### config.mk
export PLATFORM = sky130hd
export DESIGN_NAME = ic_queue_chan
export DESIGN_NICKNAME = d
export VERILOG_FILES = /design/src/rtl/ic_queue_pkg.sv /design/src/rtl/ic_queue_ctrl.sv /design/src/rtl/ic_queue_regs.sv /design/src/rtl/ic_pacc_latch.sv /design/src/rtl/ic_queue_chan.sv
export SDC_FILE = /design/constraint.sdc
export NUM_CORES = 1
export LEC_CHECK = 0
export CORE_ASPECT_RATIO = 1.2
export CORE_MARGIN = 2
export CORE_UTILIZATION = 42
export CTS_CLUSTER_SIZE = 20
export DETAILED_ROUTE_END_ITERATION = 10
export PLACE_DENSITY = 0.85
export SLEW_MARGIN = 40
export SYNTH_ARGS = -nofsm -noshare
export SYNTH_HDL_FRONTEND = slang
export SYNTH_SLANG_ARGS = --single-unit
### constraint.sdc
create_clock -name clk -period 2.1 [get_ports clk]
set_input_delay 0.42 -clock clk [delete_from_list [all_inputs] [get_ports clk]]
set_output_delay 0.42 -clock clk [all_outputs]
set_load 0.01 [all_outputs]
### src/rtl/ic_queue_pkg.sv
package ic_queue_pkg;
    typedef enum logic [1:0] {
        ST_EMPTY = 2'b00,
        ST_CAP   = 2'b01,
        ST_HOLD  = 2'b10,
        ST_BOTH  = 2'b11
    } occ_state_e;

    typedef enum logic [1:0] {
        ACT_NONE  = 2'b00,
        ACT_LOAD  = 2'b01,
        ACT_SHIFT = 2'b10,
        ACT_DROP  = 2'b11
    } cap_act_e;
endpackage

### src/rtl/ic_queue_ctrl.sv
module ic_queue_ctrl
    import ic_queue_pkg::*;
(
    input  logic clk,
    input  logic rst_n,
    input  logic edge_vld,
    input  logic no_ovw,
    input  logic rd_cap,
    input  logic rd_hold,
    output logic load_cap,
    output logic shift_hold,
    output logic cap_full,
    output logic hold_full,
    output logic cap_lost
);
    occ_state_e state_q, state_d;
    cap_act_e   act;
    logic       cf_now, hf_now, cf_eff, hf_eff;
    logic       lost_q;

    always_ff @(posedge clk) begin
        if (!rst_n) state_q <= ST_EMPTY;
        else        state_q <= state_d;
    end

    always_comb begin
        cf_now = 1'b0;
        hf_now = 1'b0;
        unique case (state_q)
            ST_EMPTY: begin cf_now = 1'b0; hf_now = 1'b0; end
            ST_CAP:   begin cf_now = 1'b1; hf_now = 1'b0; end
            ST_HOLD:  begin cf_now = 1'b0; hf_now = 1'b1; end
            ST_BOTH:  begin cf_now = 1'b1; hf_now = 1'b1; end
            default:  begin cf_now = 1'b0; hf_now = 1'b0; end
        endcase
        cf_eff = cf_now & ~rd_cap;
        hf_eff = hf_now & ~rd_hold;
    end

    always_comb begin
        act     = ACT_NONE;
        state_d = occ_state_e'({hf_eff, cf_eff});
        if (edge_vld) begin
            unique case (occ_state_e'({hf_eff, cf_eff}))
                ST_EMPTY: begin act = ACT_LOAD;  state_d = ST_CAP;  end
                ST_HOLD:  begin act = ACT_LOAD;  state_d = ST_BOTH; end
                ST_CAP:   begin act = ACT_SHIFT; state_d = ST_BOTH; end
                ST_BOTH: begin
                    if (no_ovw) begin act = ACT_DROP;  state_d = ST_BOTH; end
                    else        begin act = ACT_SHIFT; state_d = ST_BOTH; end
                end
                default:  begin act = ACT_NONE;  state_d = ST_EMPTY; end
            endcase
        end
    end

    always_ff @(posedge clk) begin
        if (!rst_n)              lost_q <= 1'b0;
        else if (act == ACT_DROP) lost_q <= 1'b1;
    end

    always_comb begin
        load_cap   = (act == ACT_LOAD) || (act == ACT_SHIFT);
        shift_hold = (act == ACT_SHIFT);
        cap_full   = cf_now;
        hold_full  = hf_now;
        cap_lost   = lost_q;
    end

    AST_LOST_STICKY: assert property (@(posedge clk) disable iff (!rst_n)
        lost_q |=> lost_q);
    AST_DROP_SETS_LOST: assert property (@(posedge clk) disable iff (!rst_n)
        (edge_vld && no_ovw && cf_now && hf_now && !rd_cap && !rd_hold) |=> (lost_q && state_q == ST_BOTH));
    AST_RD_CAP_CLEARS: assert property (@(posedge clk) disable iff (!rst_n)
        (rd_cap && !edge_vld) |=> !cap_full);
endmodule

### src/rtl/ic_queue_regs.sv
module ic_queue_regs #(
    parameter int TMR_W = 16
) (
    input  logic             clk,
    input  logic             rst_n,
    input  logic             load_cap,
    input  logic             shift_hold,
    input  logic [TMR_W-1:0] timer_val,
    output logic [TMR_W-1:0] cap_data,
    output logic [TMR_W-1:0] hold_data
);
    logic [TMR_W-1:0] cap_q, hold_q;

    always_ff @(posedge clk) begin
        if (!rst_n) begin
            cap_q  <= '0;
            hold_q <= '0;
        end else begin
            if (shift_hold) hold_q <= cap_q;
            if (load_cap)   cap_q  <= timer_val;
        end
    end

    assign cap_data  = cap_q;
    assign hold_data = hold_q;

    AST_SHIFT_MOVES: assert property (@(posedge clk) disable iff (!rst_n)
        shift_hold |=> hold_q == $past(cap_q));
    AST_IDLE_HOLD_STABLE: assert property (@(posedge clk) disable iff (!rst_n)
        !shift_hold |=> $stable(hold_q));
endmodule

### src/rtl/ic_pacc_latch.sv
module ic_pacc_latch #(
    parameter int ACC_W = 16
) (
    input  logic             clk,
    input  logic             rst_n,
    input  logic             queue_mode,
    input  logic             rd_hold,
    input  logic [ACC_W-1:0] pacc_val,
    output logic [ACC_W-1:0] pacc_hold
);
    logic [ACC_W-1:0] ph_q;

    always_ff @(posedge clk) begin
        if (!rst_n)                    ph_q <= '0;
        else if (queue_mode && rd_hold) ph_q <= pacc_val;
    end

    assign pacc_hold = ph_q;

    AST_PACC_COPY: assert property (@(posedge clk) disable iff (!rst_n)
        (queue_mode && rd_hold) |=> ph_q == $past(pacc_val));
    AST_PACC_KEEP: assert property (@(posedge clk) disable iff (!rst_n)
        !(queue_mode && rd_hold) |=> $stable(ph_q));
endmodule

### src/rtl/ic_queue_chan.sv
module ic_queue_chan #(
    parameter int TMR_W = 16,
    parameter int ACC_W = 16
) (
    input  logic             clk,
    input  logic             rst_n,
    input  logic             edge_vld,
    input  logic [TMR_W-1:0] timer_val,
    input  logic [ACC_W-1:0] pacc_val,
    input  logic             no_ovw,
    input  logic             queue_mode,
    input  logic             rd_cap,
    input  logic             rd_hold,
    output logic [TMR_W-1:0] cap_data,
    output logic [TMR_W-1:0] hold_data,
    output logic [ACC_W-1:0] pacc_hold,
    output logic             cap_full,
    output logic             hold_full,
    output logic             cap_lost
);
    logic load_cap, shift_hold;

    ic_queue_ctrl u_ctrl (
        .clk        (clk),
        .rst_n      (rst_n),
        .edge_vld   (edge_vld),
        .no_ovw     (no_ovw),
        .rd_cap     (rd_cap),
        .rd_hold    (rd_hold),
        .load_cap   (load_cap),
        .shift_hold (shift_hold),
        .cap_full   (cap_full),
        .hold_full  (hold_full),
        .cap_lost   (cap_lost)
    );

    ic_queue_regs #(.TMR_W(TMR_W)) u_regs (
        .clk        (clk),
        .rst_n      (rst_n),
        .load_cap   (load_cap),
        .shift_hold (shift_hold),
        .timer_val  (timer_val),
        .cap_data   (cap_data),
        .hold_data  (hold_data)
    );

    ic_pacc_latch #(.ACC_W(ACC_W)) u_pacc (
        .clk        (clk),
        .rst_n      (rst_n),
        .queue_mode (queue_mode),
        .rd_hold    (rd_hold),
        .pacc_val   (pacc_val),
        .pacc_hold  (pacc_hold)
    );

    AST_CAPTURE_STORES: assert property (@(posedge clk) disable iff (!rst_n)
        (edge_vld && !(no_ovw && cap_full && hold_full && !rd_cap && !rd_hold))
        |=> (cap_data == $past(timer_val) && cap_full));
    AST_DROP_FREEZES: assert property (@(posedge clk) disable iff (!rst_n)
        (edge_vld && no_ovw && cap_full && hold_full && !rd_cap && !rd_hold)
        |=> ($stable(cap_data) && $stable(hold_data)));
    AST_PARTIAL_SHIFT: assert property (@(posedge clk) disable iff (!rst_n)
        (edge_vld && cap_full && !rd_cap && !(hold_full && !rd_hold))
        |=> (hold_data == $past(cap_data) && hold_full));
    AST_RD_HOLD_CLEARS: assert property (@(posedge clk) disable iff (!rst_n)
        (rd_hold && !(edge_vld && cap_full && !rd_cap)) |=> !hold_full);
endmodule

==> results.txt <==
Subtracting the final worst setup slack from the clock period gives 1.79 ns. Dividing total power by cell area gives a power density of 668 mW/mm^2. For this design, the slowest cell found on the critical path is clkdlybuf4s50_1. The sequential fraction of design power came out at 0.504.

The startpoint identified for the worst register-to-register timing path is u_ctrl.state_q[1]. The critical path is of the primary input to register type. STA classifies the critical path endpoint as a register. The maximum VDD drop came out at 338 uV.

The top cell type's share of synthesized area is 0.492. The instance count of the mapped netlist came out at 195. The final weighted congestion of routability-driven global placement came out at 0.710. The number of antenna violations at the first check in global routing came out at 0. The run finished with clean final reports. Sorting the synthesized cells by area gives the leading types as dfxtp_1 (49%), mux2i_1 (15%), nor2b_1 (9.9%). The biggest fanout along the worst timing path is 16. The clock root buffer is clkbuf_8. At the end of the flow the core is filled with cells to 0.636. The maximum number of pins on one net before global-route repair is 53. The number of nets in the synthesized netlist is 236.

The core outline area came out at 0.00483 mm^2. The floorplan die area is 0.00552 mm^2. Summed over all nets, the switching power comes to 0.488 mW. On the final layout, the worst clock skew is 0.00496 ns.

The worst register-to-register path has a depth of 6. At the end of the flow, the number of nets in the layout was 319. The width of the die came out at 68.2 um. Across every metal layer, demand over resource in global routing totals 0.167. The worst setup slack for register-to-register paths came out at 0.53 ns. The number of gates on the worst path with buffers counted came out at 7. The hold-fix buffer count after cts came out at 0.

The first-pass iteration count of the detailed router came out at 4. The detailed-route vias per instance came out at 4.86. TritonCTS built the clock tree.

The mean instance size in the synthesized netlist is 10.6 um^2. The area growth from synthesis to layout is 48.2%. The number of core rows is 28. Summing every instance area after synthesis gives 0.00208 mm^2. The via count of the first global-routing pass was 1,534.

The clock slew at the register clock pins of the worst setup and hold paths came out at 0.09 ns. Detailed placement finished with a half-perimeter wire length of 3260 um. Walking the worst path, the cells encountered are clkdlybuf4s50_1 -> nand2b_1 -> o21ai_0 -> ha_1 -> buf_12 -> mux2i_1 -> nor2b_1.

The number of max-capacitance violations reported came out at 0. The worst max-slew margin expressed relative to the limit came out at 0.829. In the layout the commonest cells are clkdlybuf4s50_1 (88), dfxtp_1 (51), nor2b_1 (33).

The endpoint identified for the worst register-to-register timing path is u_regs.cap_data[6]. The sequential element share of the synthesized area came out at 0.492. In this run, the number of DRC markers left after iteration 0 of detailed routing was 37. The min-delay analysis places its worst path in the category register to register. The first global-routing pass estimated 6970 um of wire. The number of pins exceeding their max-slew limit in the final report is 0. In the routed design, unresolved DRC markers number 0. After synthesis the netlist holds a flip-flop and latch count of 51. The path with the worst hold slack has its endpoint at u_pacc.pacc_hold[1].

The total congestion overflow after global routing is 0. The period utilization is 0.851. The count of port buffers added during placement is 89.

The peak clock frequency supported by timing is 559 MHz. The buffer and inverter count on the worst path is 2. The routed wire length per instance is 13.5 um. The worst path meets setup with 0.312 ns of slack.

At the later pin of the worst-skew pair, clock insertion delay measures 0.30 ns. In this run, post-CTS repair resized a total of 0 instances. The share of total power dissipated in combinational logic is 0.158.

The static leakage power came out at 1.12 nW. The total wire length after detailed routing came out at 4570 um. After clock tree synthesis, the setup repair step added 0 buffers. The maximum cell stage delay along the critical path is 0.49 ns.

The total number of vias came out at 1,647. The clock network power share is 0.337. Of the total power, the share spent switching nets is 0.237. The number of antenna diodes in the final layout is 0. The dominant delay contributor by cell family on the critical path is buffers and inverters. The pin slew with the least headroom to its limit is 0.257 ns. The worst setup path is launched from a primary input. The share of post-route cells with drive strength above 1 is 0.0896. The data arrival time at the worst-slack endpoint is 1.99 ns. The die height came out at 81.0 um. The number of endpoints with negative hold slack in the final report came out at 0. The worst hold margin is 0.462 ns. The count of H-tree levels built during CTS came out at 2. The starting utilization of the core area came out at 0.429.

The count of clock tree sinks is 51. The I/O pin count came out at 90. Setup repair after global routing left no endpoint under its margin. For the worst setup path, the data required time is 2.30 ns. Clock tree synthesis inserted a total of 5 buffers.

In this run the most critical hold path is launched from u_pacc.pacc_hold[1]. Yosys printed 0 warnings. The cell depth of the worst hold path is 2. Once detail routing completed, the nets flagged for antenna violations numbered 0. The library cell used most frequently in the layout, excluding fill and tap cells, is clkdlybuf4s50_1.

The number of distinct standard cells referenced by the synthesized netlist came out at 20. The maximum root-to-sink buffer count came out at 2. The cell internal power dissipation is 1.57 mW. The final-report setup violation count is 0. The top cell type by total area after synthesis is dfxtp_1. At the placement stage, the worst setup path has a slack of -0.0358 ns.
## cells in the mapped netlist, drive strengths merged
master / instances
nor2b: 33
o21a: 3
and3b: 1
nand2: 17
o21ai: 18
nand4: 16
dfxtp: 51
and2: 2
ha: 2
nand3b: 1
buf: 14
mux2i: 32
clkbuf: 4
nand2b: 1
## sequential cells by signal, indices dropped and copies added, names as in the netlist
signal and cells:
u_ctrl.cap_lost 1, u_ctrl.state_q 2, u_pacc.pacc_hold 16, u_regs.cap_data 16, u_regs.hold_data 16
## power by group through the flow
| stage | Sequential (mW) | Clock (mW) | Combinational, mW |
|---|---|---|---|
| after floorplan | 1.07 | 0 | 0.142 |
| after global placement | 1.06 | 0 | 0.323 |
| after detailed placement | 1.06 | 0 | 0.327 |
| after CTS | 1.04 | 0.722 | 0.329 |
| after global routing | 1.04 | 0.754 | 0.353 |
| final | 1.04 | 0.693 | 0.325 |
## routing by layer
layer	wire length (um)	vias up	global-route usage
met4	72	0	0.0680
met5	0	-	0
met3	349	7	0.0429
met1	1850	747	0.185
met2	2310	63	0.297
li1	-	830	-
## tightest hold or removal path: stages (launching register included)
cell and delay, ns:
dfxtp_1 0.33, nand2_1 0.05, o21ai_1 0.05
## metrics by stage
| step | std cells | TNS (ns) | area, um^2 | power (mW) |
|---|---|---|---|---|
| 4_1_cts | 339 | 0 | 3080 | 2.09 |
| 5_1_grt | 339 | 0 | 3080 | 2.15 |
| 6_report | 339 | 0 | 3080 | 2.05 |
| 3_5_place_dp | 331 | -0.0390 | 2960 | 1.39 |
| 2_1_floorplan | 195 | 0 | 2080 | 1.22 |
| 3_3_place_gp | 331 | 0 | 2960 | 1.38 |
## worst max path at each step
stage	startpoint	endpoint	slack, ns
after floorplan	rd_hold	u_regs.cap_data[0]	0.35
after global placement	rd_hold	u_regs.cap_data[12]	0.08
after detailed placement	rd_cap	u_regs.cap_data[6]	-0.04
after CTS	rd_hold	u_regs.hold_data[0]	0.29
after global routing	rd_hold	u_regs.hold_data[0]	0.20
final	rd_cap	u_regs.cap_data[6]	0.31
## area by class of cell
cell class / count / area, um^2
sequential: 51 / 1020
fill: 416 / 1760
timing repair buffer: 94 / 961
tap: 60 / 75.1
clock buffer: 5 / 68.8
multi-input combinational: 126 / 903
clock inverter: 3 / 46.3
## kinds of logic (layout without fill, tap and decap cells)
group,Yosys count,count (layout),synth area share
fa+ha+maj,2,2,0.0121
buf+inv,18,102,0.0729
flops,51,51,0.492
compound gates,21,21,0.0723
simple gates,71,71,0.197
mux,32,32,0.154
Power figures use the tool's default switching activity.
